File: src/rtl/clkseq_pkg.sv
package clkseq_pkg;

  typedef enum logic [2:0] {
    SEL_ROW_FIRST = 3'd0,
    SEL_ROW_LAST  = 3'd1,
    SEL_PIX_FIRST = 3'd2,
    SEL_PIX_LAST  = 3'd3,
    SEL_ROW_REPS  = 3'd4,
    SEL_PIX_REPS  = 3'd5,
    SEL_PARK      = 3'd6
  } cfg_sel_e;

  // A programmed count of zero still runs its segment once.
  function automatic int unsigned reps_eff(input int unsigned n);
    return (n == 0) ? 1 : n;
  endfunction

endpackage

File: src/rtl/clkseq_table.sv
module clkseq_table #(
  parameter int ADDR_W = 6,
  parameter int ENT_W  = 39
) (
  input  logic              clk,
  input  logic              busy,
  input  logic              we,
  input  logic [ADDR_W-1:0] waddr,
  input  logic [ENT_W-1:0]  wdata,
  input  logic [ADDR_W-1:0] raddr,
  output logic [ENT_W-1:0]  rdata
);
  localparam int DEPTH = 1 << ADDR_W;

  logic [ENT_W-1:0] mem [DEPTH];
  logic             wr_ok;

  assign wr_ok = we && !busy;

  always_ff @(posedge clk) begin
    if (wr_ok) mem[waddr] <= wdata;
  end

  assign rdata = mem[raddr];

  // a write during a run leaves the addressed word untouched
  a_r9_table_frozen: assert property (@(posedge clk)
    (busy && we) |=> (mem[$past(waddr)] == $past(mem[waddr])));

endmodule

File: src/rtl/clkseq_cfg.sv
module clkseq_cfg
  import clkseq_pkg::*;
#(
  parameter int NLINES = 20,
  parameter int ADDR_W = 6,
  parameter int CNT_W  = 16
) (
  input  logic              clk,
  input  logic              rst_n,
  input  logic              busy,
  input  logic              start,
  input  logic              tbl_we,
  input  logic              reg_we,
  input  logic [2:0]        reg_sel,
  input  logic [NLINES-1:0] reg_wdata,
  output logic [ADDR_W-1:0] row_first,
  output logic [ADDR_W-1:0] row_last,
  output logic [ADDR_W-1:0] pix_first,
  output logic [ADDR_W-1:0] pix_last,
  output logic [CNT_W-1:0]  row_reps,
  output logic [CNT_W-1:0]  pix_reps,
  output logic [NLINES-1:0] park_vec,
  output logic              err
);
  logic cfg_ok, bad_write, run_accept;

  assign cfg_ok     = reg_we && !busy;
  assign bad_write  = busy && (reg_we || tbl_we);
  assign run_accept = start && !busy;

  always_ff @(posedge clk) begin
    if (!rst_n) begin
      row_first <= '0;
      row_last  <= '0;
      pix_first <= '0;
      pix_last  <= '0;
      row_reps  <= '0;
      pix_reps  <= '0;
      park_vec  <= '0;
    end else if (cfg_ok) begin
      case (reg_sel)
        SEL_ROW_FIRST: row_first <= reg_wdata[ADDR_W-1:0];
        SEL_ROW_LAST:  row_last  <= reg_wdata[ADDR_W-1:0];
        SEL_PIX_FIRST: pix_first <= reg_wdata[ADDR_W-1:0];
        SEL_PIX_LAST:  pix_last  <= reg_wdata[ADDR_W-1:0];
        SEL_ROW_REPS:  row_reps  <= reg_wdata[CNT_W-1:0];
        SEL_PIX_REPS:  pix_reps  <= reg_wdata[CNT_W-1:0];
        SEL_PARK:      park_vec  <= reg_wdata;
        default: ;
      endcase
    end
  end

  always_ff @(posedge clk) begin
    if (!rst_n)          err <= 1'b0;
    else if (bad_write)  err <= 1'b1;
    else if (run_accept) err <= 1'b0;
  end

  // configuration cannot move while a run is in progress
  a_r9_cfg_frozen: assert property (@(posedge clk) disable iff (!rst_n)
    busy |=> ($stable(park_vec) && $stable(row_reps) && $stable(pix_reps)
              && $stable(row_first) && $stable(pix_first)));

  // an attempted write during a run raises the error flag
  a_r9_err_raised: assert property (@(posedge clk) disable iff (!rst_n)
    bad_write |=> err);

endmodule

File: src/rtl/clkseq_walker.sv
module clkseq_walker
  import clkseq_pkg::*;
#(
  parameter int NLINES  = 20,
  parameter int ADDR_W  = 6,
  parameter int CNT_W   = 16,
  parameter int DWELL_W = 16,
  localparam int ENT_W  = NLINES + 3 + DWELL_W
) (
  input  logic              clk,
  input  logic              rst_n,
  input  logic              start,
  input  logic              abort,
  input  logic [ADDR_W-1:0] row_first,
  input  logic [ADDR_W-1:0] row_last,
  input  logic [ADDR_W-1:0] pix_first,
  input  logic [ADDR_W-1:0] pix_last,
  input  logic [CNT_W-1:0]  row_reps,
  input  logic [CNT_W-1:0]  pix_reps,
  input  logic [NLINES-1:0] park_vec,
  input  logic [ENT_W-1:0]  ent,
  output logic [ADDR_W-1:0] rd_addr,
  output logic [NLINES-1:0] clk_lines,
  output logic              win_rst,
  output logic              win_sig,
  output logic              pix_done,
  output logic              busy,
  output logic              done
);
  logic [ADDR_W-1:0]  addr, nxt_addr;
  logic [DWELL_W-1:0] cnt;
  logic               in_row, nxt_in_row;
  logic [CNT_W-1:0]   row_n, pix_n, nxt_row, nxt_pix;
  logic               last_word;
  int unsigned        row_tot, pix_tot;

  logic [NLINES-1:0]  ent_lines;
  logic               ent_rst, ent_sig, ent_pd;
  logic [DWELL_W-1:0] ent_dwell;

  assign ent_lines = ent[NLINES-1:0];
  assign ent_rst   = ent[NLINES];
  assign ent_sig   = ent[NLINES+1];
  assign ent_pd    = ent[NLINES+2];
  assign ent_dwell = ent[ENT_W-1:NLINES+3];

  assign row_tot = reps_eff(32'(row_reps));
  assign pix_tot = reps_eff(32'(pix_reps));

  // Named events for the checks below
  logic launch, word_end, step_load, seq_finish, seq_abort;

  always_comb begin
    nxt_addr   = addr;
    nxt_in_row = in_row;
    nxt_row    = row_n;
    nxt_pix    = pix_n;
    last_word  = 1'b0;
    if (!busy) begin
      nxt_addr   = row_first;
      nxt_in_row = 1'b1;
      nxt_row    = CNT_W'(1);
      nxt_pix    = CNT_W'(1);
    end else if (in_row) begin
      if (addr == row_last) begin
        nxt_addr   = pix_first;
        nxt_in_row = 1'b0;
      end else begin
        nxt_addr = addr + ADDR_W'(1);
      end
    end else if (addr != pix_last) begin
      nxt_addr = addr + ADDR_W'(1);
    end else if (32'(pix_n) < pix_tot) begin
      nxt_pix  = pix_n + CNT_W'(1);
      nxt_addr = pix_first;
    end else if (32'(row_n) < row_tot) begin
      nxt_row    = row_n + CNT_W'(1);
      nxt_pix    = CNT_W'(1);
      nxt_in_row = 1'b1;
      nxt_addr   = row_first;
    end else begin
      last_word = 1'b1;
    end
  end

  assign rd_addr    = nxt_addr;
  assign launch     = start && !busy;
  assign seq_abort  = busy && abort;
  assign word_end   = busy && !abort && (cnt == '0);
  assign step_load  = launch || (word_end && !last_word);
  assign seq_finish = word_end && last_word;

  always_ff @(posedge clk) begin
    if (!rst_n) begin
      busy      <= 1'b0;
      done      <= 1'b0;
      addr      <= '0;
      cnt       <= '0;
      in_row    <= 1'b0;
      row_n     <= '0;
      pix_n     <= '0;
      clk_lines <= '0;
      win_rst   <= 1'b0;
      win_sig   <= 1'b0;
      pix_done  <= 1'b0;
    end else if (seq_abort) begin
      busy      <= 1'b0;
      clk_lines <= park_vec;
      win_rst   <= 1'b0;
      win_sig   <= 1'b0;
      pix_done  <= 1'b0;
    end else if (step_load) begin
      if (launch) done <= 1'b0;
      busy      <= 1'b1;
      addr      <= nxt_addr;
      in_row    <= nxt_in_row;
      row_n     <= nxt_row;
      pix_n     <= nxt_pix;
      cnt       <= ent_dwell;
      clk_lines <= ent_lines;
      win_rst   <= ent_rst;
      win_sig   <= ent_sig;
      pix_done  <= ent_pd;
    end else if (seq_finish) begin
      busy      <= 1'b0;
      done      <= 1'b1;
      clk_lines <= park_vec;
      win_rst   <= 1'b0;
      win_sig   <= 1'b0;
      pix_done  <= 1'b0;
    end else if (busy) begin
      cnt      <= cnt - DWELL_W'(1);
      pix_done <= 1'b0;
    end else begin
      clk_lines <= park_vec;
    end
  end

  // a word holds its outputs while its dwell is still counting
  a_r3_dwell_hold: assert property (@(posedge clk) disable iff (!rst_n)
    (busy && !abort && cnt != '0) |=>
      ($stable(clk_lines) && $stable(win_rst) && $stable(win_sig) && busy));

  // the pixel strobe only appears during a run
  a_r4_strobe_in_run: assert property (@(posedge clk) disable iff (!rst_n)
    pix_done |-> busy);

  // completion parks the lines and flags done
  a_r7_finish_parks: assert property (@(posedge clk) disable iff (!rst_n)
    seq_finish |=> (done && !busy && clk_lines == $past(park_vec)));

  // done never coexists with a run
  a_r7_done_idle: assert property (@(posedge clk) disable iff (!rst_n)
    done |-> !busy);

  // abort parks within one clock without signalling done
  a_r8_abort_parks: assert property (@(posedge clk) disable iff (!rst_n)
    seq_abort |=> (!busy && !done && !win_rst && !win_sig && !pix_done
                   && clk_lines == $past(park_vec)));

  // a start during a run does not disturb the walk
  a_r10_start_ignored: assert property (@(posedge clk) disable iff (!rst_n)
    (busy && start && !abort && cnt != '0) |=> (busy && $stable(addr)));

endmodule

File: src/rtl/clkseq_top.sv
module clkseq_top #(
  parameter int NLINES  = 20,
  parameter int ADDR_W  = 6,
  parameter int CNT_W   = 16,
  parameter int DWELL_W = 16,
  localparam int ENT_W  = NLINES + 3 + DWELL_W
) (
  input  logic              clk,
  input  logic              rst_n,
  input  logic              start,
  input  logic              abort,
  input  logic              tbl_we,
  input  logic [ADDR_W-1:0] tbl_addr,
  input  logic [ENT_W-1:0]  tbl_wdata,
  input  logic              reg_we,
  input  logic [2:0]        reg_sel,
  input  logic [NLINES-1:0] reg_wdata,
  output logic [NLINES-1:0] clk_lines,
  output logic              win_rst,
  output logic              win_sig,
  output logic              pix_done,
  output logic              busy,
  output logic              done,
  output logic              err
);
  logic [ADDR_W-1:0] row_first, row_last, pix_first, pix_last, rd_addr;
  logic [CNT_W-1:0]  row_reps, pix_reps;
  logic [NLINES-1:0] park_vec;
  logic [ENT_W-1:0]  ent;

  clkseq_table #(.ADDR_W(ADDR_W), .ENT_W(ENT_W)) u_table (
    .clk(clk), .busy(busy), .we(tbl_we), .waddr(tbl_addr),
    .wdata(tbl_wdata), .raddr(rd_addr), .rdata(ent)
  );

  clkseq_cfg #(.NLINES(NLINES), .ADDR_W(ADDR_W), .CNT_W(CNT_W)) u_cfg (
    .clk(clk), .rst_n(rst_n), .busy(busy), .start(start), .tbl_we(tbl_we),
    .reg_we(reg_we), .reg_sel(reg_sel), .reg_wdata(reg_wdata),
    .row_first(row_first), .row_last(row_last), .pix_first(pix_first),
    .pix_last(pix_last), .row_reps(row_reps), .pix_reps(pix_reps),
    .park_vec(park_vec), .err(err)
  );

  clkseq_walker #(.NLINES(NLINES), .ADDR_W(ADDR_W), .CNT_W(CNT_W),
                  .DWELL_W(DWELL_W)) u_walker (
    .clk(clk), .rst_n(rst_n), .start(start), .abort(abort),
    .row_first(row_first), .row_last(row_last), .pix_first(pix_first),
    .pix_last(pix_last), .row_reps(row_reps), .pix_reps(pix_reps),
    .park_vec(park_vec), .ent(ent), .rd_addr(rd_addr),
    .clk_lines(clk_lines), .win_rst(win_rst), .win_sig(win_sig),
    .pix_done(pix_done), .busy(busy), .done(done)
  );

endmodule

File: config.mk
export PLATFORM = sky130hd
export DESIGN_NAME = clkseq_top
export DESIGN_NICKNAME = d
export VERILOG_FILES = /design/src/rtl/clkseq_pkg.sv /design/src/rtl/clkseq_table.sv /design/src/rtl/clkseq_cfg.sv /design/src/rtl/clkseq_walker.sv /design/src/rtl/clkseq_top.sv
export SDC_FILE = /design/constraint.sdc
export NUM_CORES = 2
export LEC_CHECK = 0
export BUFFER_PORTS_ARGS = -buffer_cell sky130_fd_sc_hd__buf_2
export CAP_MARGIN = 10
export CORE_MARGIN = 2
export CORE_UTILIZATION = 40
export DETAILED_ROUTE_END_ITERATION = 16
export SKIP_CTS_REPAIR_TIMING = 1
export SLEW_MARGIN = 20
export SYNTH_ARGS = -nofsm -noshare
export SYNTH_HDL_FRONTEND = slang
export SYNTH_SLANG_ARGS = --single-unit
File: constraint.sdc
create_clock -name clk -period 6.3 [get_ports clk]
set_input_delay 1.26 -clock clk [delete_from_list [all_inputs] [get_ports clk]]
set_output_delay 1.26 -clock clk [all_outputs]
set_load 0.005 [all_outputs]
After elaboration in Yosys (flattened, before gate mapping)
Memories as Yosys holds them, arrays and structs flattened.
Cells that the tools add are included.
{"block": "totals", "output_inout_bits": 26, "mem_bits_rw": 2496, "ff_bits": 157, "mem_count": 1, "elab_cells": 128, "inputBits": 74}
{"name": "u_table.mem", "depth": 64, "width": 39, "read_ports": 1, "rd_clocked_by_memory_dff": 0, "wr": 1, "line_no": "clkseq_table.sv:15", "source": "logic [ENT_W-1:0] mem [DEPTH];"}
{"block": "op_classes", "bitwise": 2, "mux": 49, "n_reduce_logical": 35, "eq_ne": 16, "n_lt_le_gt_ge": 2, "n_addsub": 4}
{"op": "2-to-1 mux 16 bit", "n": 15}
{"op": "2-to-1 mux 20 bit", "n": 4}
{"op": "less-than comparator 16 x 32 -> 1 bit", "n": 2}
{"op": "zero test 16 bit", "n": 3}
{"op": "2-to-1 mux 6 bit", "n": 6}
{"op": "adder 16 x 1 -> 16 bit (second input constant)", "n": 2}
{"op": "2-to-1 mux 1 bit", "n": 24}
{"op": "AND reduction 2 bit", "n": 8}
{"op": "subtractor 16 x 1 -> 16 bit (second input constant)", "n": 1}
{"op": "== test 3 bit (second input constant)", "n": 3}
{"op": "logical AND 1 bit", "n": 9}
{"op": "inequality test 2 bit (second input constant)", "n": 4}
{"op": "adder 6 x 1 -> 6 bit (second input constant)", "n": 1}
{"op": "== test 3 x 2 -> 1 bit (second input constant)", "n": 2}
{"op": "== test 6 bit", "n": 1}
{"op": "inequality test 6 bit", "n": 1}
{"op": "AND reduction 3 bit", "n": 2}
{"op": "AND reduction 6 bit", "n": 1}
{"op": "nonzero test 2 bit", "n": 3}
{"op": "AND reduction 5 bit", "n": 1}
{"op": "inequality test 2 x 1 -> 1 bit (second input constant)", "n": 2}
{"op": "inequality test 4 bit (second input constant)", "n": 1}
{"op": "== test 3 x 1 -> 1 bit (second input constant)", "n": 1}
{"op": "zero test 1 bit", "n": 3}
{"op": "other kinds (6)", "n": 8}

Longest topological paths before layout
{"block": "depth", "depth_word": 13, "ltp_mapped": 20, "ltp_nobuf": 14}

Hierarchy
From an unflattened synthesis, not the netlist that was laid out.
{"block": "hier_totals", "hier_cells": 4936, "hier_area_um2": 103197.7}
{"mod": "clkseq_table", "area_per_inst_um2": 94934.8, "seq_area_each_um2": 74951.9, "instances": 1, "cells_per_inst": 3983}
{"mod": "clkseq_walker", "area_per_inst_um2": 5371.4, "seq_area_each_um2": 1601.5, "instances": 1, "cells_per_inst": 671}
{"mod": "clkseq_cfg", "area_per_inst_um2": 2891.5, "seq_area_each_um2": 1541.5, "instances": 1, "cells_per_inst": 282}

Worst setup path after synthesis
OpenSTA, ideal clock, no wires.
{"block": "synth_timing", "kind": "in2reg", "startpoint": "input port tbl_addr[4]", "endpoint": "memory u_table.mem[16][0] (enable)", "path_buffers": 2, "arrival_ps": 3739, "setup_ps": 435, "t_required_ps": 5865, "slack_ps": 2125, "stages": 4, "path_cell_list": "clkbuf_1 > or3b_2 > buf_1 > nor2_1"}
{"item": "start: declaration", "line_no": "clkseq_top.sv:13", "source": "input logic [ADDR_W-1:0] tbl_addr,"}
{"item": "end: declaration", "line_no": "clkseq_table.sv:15"}
Straight into the memory's write port.

Worst setup path in the final report
{"block": "layout_timing", "startpoint": "register u_cfg.row_reps[15]", "endpoint": "register u_walker.clk_lines[1]"}
{"block": "layout_via", "elab_chain_cells": 13, "elab_cells_between_ends": 22, "classes_between": "1 x order compare; 1 x eq/ne; 14 x mux; 5 x reduce/logical; 1 x memory"}
{"item": "start: declaration", "line_no": "clkseq_cfg.sv:20", "source": "output logic [CNT_W-1:0] row_reps,"}
{"item": "start signal: assignment", "line_no": "clkseq_cfg.sv:46", "source": "SEL_ROW_REPS: row_reps <= reg_wdata[CNT_W-1:0];"}
{"item": "zero test 16 bit", "line_no": "clkseq_pkg.sv:15", "source": "return (n == 0) ? 1 : n;"}
{"item": "2-to-1 mux 16 bit *", "line_no": "clkseq_pkg.sv:15"}
{"item": "less-than comparator 16 x 32 -> 1 bit *", "line_no": "clkseq_walker.sv:76", "source": "end else if (32'(row_n) < row_tot) begin"}
{"item": "branches (longest 10 deep; another with memory read (64 x 39 bit))"}
{"item": "end signal: assignment", "line_no": "clkseq_walker.sv:108", "source": "clk_lines <= park_vec;"}
{"item": "end signal: assignment", "line_no": "clkseq_walker.sv:120", "source": "clk_lines <= ent_lines;"}
{"item": "end signal: assignment", "line_no": "clkseq_walker.sv:127", "source": "clk_lines <= park_vec;"}
{"item": "end: declaration", "line_no": "clkseq_walker.sv:23", "source": "output logic [NLINES-1:0] clk_lines,"}
Every way passes the cells marked *.
A chain may end at the register's enable or synchronous reset.

==> summary by stage <==
Outcome
The flow ran to the end, and the final reports show no timing, DRC or antenna violations.

Job
Max-cap violations in this run came to 0.

Die
The overall die width is 520 µm. The number of rows created at floorplan is 189. During I/O placement, the number of pins put on the boundary was 100. The floorplan core area is around 260000 µm².

The initial standard-cell utilization of the core is 0.402. The die area is 270000 µm². The height of the die is 520 µm.

Critical path
The worst setup path is captured at a flip-flop. The slack of the worst reg-to-reg path is 0.56 ns. STA puts the critical path data required time at 7.09 ns.

The most critical setup path has its endpoint at u_walker.clk_lines[1]. The stage delay of the slowest cell on the critical path is 0.88 ns. The number of cells on the worst reg-to-reg path is 16. Among cell families on the critical path, the largest total delay comes from compound AO/OA/AOI/OAI gates. The element type at the critical path start is a flip-flop.

The number of buffers and inverters on the critical path is 3. The signal on the critical path passes through inv_1 -> ha_1 -> nand4_1 -> nor3_1 -> o21a_1 -> o21a_1 -> o211ai_1 -> a21oi_4 -> buf_4 -> buf_12 -> nand2_1 -> nand3_1 -> and3_1 -> a31oi_1 -> a31oi_1 -> and3_1. In this run the critical register-to-register path is captured at u_walker.clk_lines[1].

The startpoint of the most critical setup path is u_cfg.row_reps[15]. In this run the number of cells on the critical path is 16. The critical path is of the reg -> reg type. The cell with the largest stage delay on the worst path is a21oi_4. The signal arrival time at the worst endpoint is 6.53 ns. In this run the critical register-to-register path is launched from u_cfg.row_reps[15]. The highest fanout seen on the critical path is 75.

Logic synthesis
When the netlist entered floorplanning its net count stood at 8341. In the synthesized netlist, the cells that appear most often are edfxtp_1 (2496), nand2_1 (2395), nand3_1 (775), buf_2 (272), a31oi_1 (231). Of the synthesized area, sequential elements account for 0.734. Dividing the synthesized area by the synthesized cell count gives roughly 13 µm². The library cell with the largest summed area after synthesis is edfxtp_1. The async set-or-reset flop fraction in the synthesized netlist is 0. Of the post-synthesis cell area, the dominant cell type holds 0.705. The number of warning messages in the yosys log is 0. The register bit count reported by yosys is 2653.

For this run, the leading register cell type out of synthesis is edfxtp_1. The most frequently used cell type in the post-synthesis netlist is edfxtp_1. The number of distinct library cells after synthesis is ~80. Counting flops with a built-in enable in the synthesized netlist gives 2496. In the post-synthesis netlist, the biggest area contributors are edfxtp_1 (70%), nand2_1 (8.5%), nand3_1 (3.6%), dfxtp_1 (3.0%), a31oi_1 (1.4%). The synthesized netlist occupies a cell area of 106000 µm². The gate count after technology mapping is 8233.

Layout
The total area of sequential cells is 78100 µm². The finished layout cell area is approximately 120000 µm². Relative to the synthesized area, the layout overhead comes to 13.6%.

The layout has 23441 filler cells. The final cell utilization of the core is 0.456. At the end of the flow, the number of nets in the layout was ~8500. The multi-input gate area in the final layout is 26300 µm². The share of layout cells above drive strength 1 is 0.103. The finished layout holds between 10000 and 15000 standard cells, fillers aside.

Power and ir drop
The cell leakage power is 0.0410 µW. After layout, the design draws a total of 38700 µW. The areal power density over the cells is 320 nW/µm². The maximum vdd ir drop is between 150 and 200 µV.

STA
The total of endpoints with negative setup slack in the final report is 0. Between clock sinks in the finished design, the worst skew comes to 0.0458 ns. The ratio of final minimum period to clock period is 0.911. The final hold violation count was 0. The time the worst path needs with I/O delays and setup is 5.74 ns. Setup repair after global routing left no endpoint under its margin.

The measured slew at the worst slew-check pin is 1.24 ns. The relative slew slack is 0.175. Setup total negative slack on the finished layout was measured at 0 ns. The fmax is 174 MHz. The number of slew-limit violations in the final report is 0.

Global routing
The global-route wire length before repair is 486000 µm. Entering global routing, the biggest net connects 146 pins. The initial antenna violation count is 36. The via count of the first global-routing pass is between 60000 and 70000.

The global-route total usage across every layer is 0.246. The global route total overflow is 0.

Placed design
Routability-driven placement finished with a final weighted congestion of 0.893. Including well taps, the total number of placed cells is 11636. The placed instances occupy a cell area of 112000 µm². The count of buffers added on input and output ports is 99. Once detailed placement completed, the half-perimeter wirelength came to 197000 µm.

Detailed routing
After detailed routing, the number of remaining DRC violations is 0. The final layout contains routed wiring with a total length of about 340000 µm. Dividing the detail-routed wire length by the instance count gives 28.2 µm. Dividing the detail-routed via count by the number of cells gives about 5.9. The via count is 71644. The number of DRC markers in iteration 0 is 10017. For this run, the detailed router's first-pass iteration total came to 8. Once detail routing completed, the nets flagged for antenna violations numbered 0.

Min path
The type of the tightest min-delay check is reg -> reg.

Clock network
The tree built by TritonCTS fans out to 2653 sinks. Clock tree synthesis selected as its root buffer the cell clkbuf_16. TritonCTS built the clock tree. The clock transition at the registers of the reported paths is 0.06 ns.

The longest clock path from root to sink contains 4 buffers. The worst-skew pair later-pin latency is 0.86 ns. The number of buffers added by the clock tree synthesis step is approximately 270. The number of levels in the clock H-tree is 5.
==> logic make-up (layout without fill, tap and decap cells) <==
kind of cell / count (synthesis) / count (layout) / synth area share
AND/OR/NAND/NOR: 3777 / 3777 / 0.153
buffers and inverters: 574 / 925 / 0.0252
AO/OA/AOI/OAI: 996 / 996 / 0.0639
XOR/XNOR: 53 / 53 / 0.00436
adder cells (fa/ha/maj): 34 / 34 / 0.00400
flip-flops: 2653 / 2653 / 0.734
multiplexers: 146 / 146 / 0.0149
other: 0 / 16 / 0
==> metrics by stage <==
stage               setup slack [ns]  hold WS [ns]
finish                         0.558         0.447
global placement               0.549         0.430
CTS                            0.736         0.451
floorplan                       2.13         0.439
global route                   0.530         0.481
detailed placement             0.815         0.442
==> registers in the layout, indices dropped and copies added, names as in the netlist, 6 cells and up <==
register,count
u_cfg.park_vec,20
u_cfg.pix_first,6
u_cfg.pix_last,6
u_cfg.pix_reps,16
u_cfg.row_first,6
u_cfg.row_last,6
u_cfg.row_reps,16
u_table.mem,2496
u_walker.addr,6
u_walker.clk_lines,20
u_walker.cnt,16
u_walker.pix_n,16
u_walker.row_n,16
==> layer usage <==
layer / global-route usage / vias to the layer above / share of wire
met5: 0 / - / 0.00037
met4: 0.0873 / 20 / 0.036
met3: 0.0420 / 709 / 0.10
met2: 0.385 / 4128 / 0.46
met1: 0.345 / 36103 / 0.40
li1: - / 30684 / -
==> layout make-up <==
cell class                 count  area share
tap                         3533      0.0366
sequential                  2653       0.646
clock buffer                 361      0.0609
inverter                      43     0.00134
timing repair buffer         404      0.0296
multi-input combinational   5006       0.217
clock inverter               117     0.00744
antenna                       16    0.000331
==> worst min-delay path by stage <==
stage,start,to,slack [ns],depth (start not counted)
5_1_grt,u_cfg.err,u_cfg.err,0.48,2
3_3_place_gp,u_cfg.err,u_cfg.err,0.43,2
2_1_floorplan,u_cfg.park_vec[10],u_cfg.park_vec[10],0.44,2
3_5_place_dp,u_cfg.err,u_cfg.err,0.44,2
6_report,u_cfg.err,u_cfg.err,0.45,2
4_1_cts,u_cfg.err,u_cfg.err,0.45,2
==> tightest hold or removal path, cell delays in order (launching register included) <==
cell and delay (ns):
dfxtp_1 0.31, inv_1 0.05, a21oi_1 0.05
==> placed cells by master, fill, tap and decap left out, drive strengths merged, types with 97 or more instances in the layout <==
cell / Yosys / routed
a31oi: 231 / 231
nand2: 2396 / 2396
buf: 370 / 404
edfxtp: 2496 / 2496
mux2i: 135 / 135
nand3: 775 / 775
dfxtp: 157 / 157
nor2: 164 / 164
clkbuf: 161 / 361
o21ai: 110 / 110
nand4: 97 / 97
a21oi: 214 / 214
and3: 206 / 206
==> power by group <==
| group | internal, µW | leakage [µW] | total [µW] | switching, µW |
|---|---|---|---|---|
| Sequential | 19400 | 0.0237 | 19500 | 119 |
| Combinational | 1050 | 0.0132 | 3800 | 2740 |
| Clock | 8680 | 0.00404 | 15400 | 6710 |
Power figures use the tool's default switching activity.
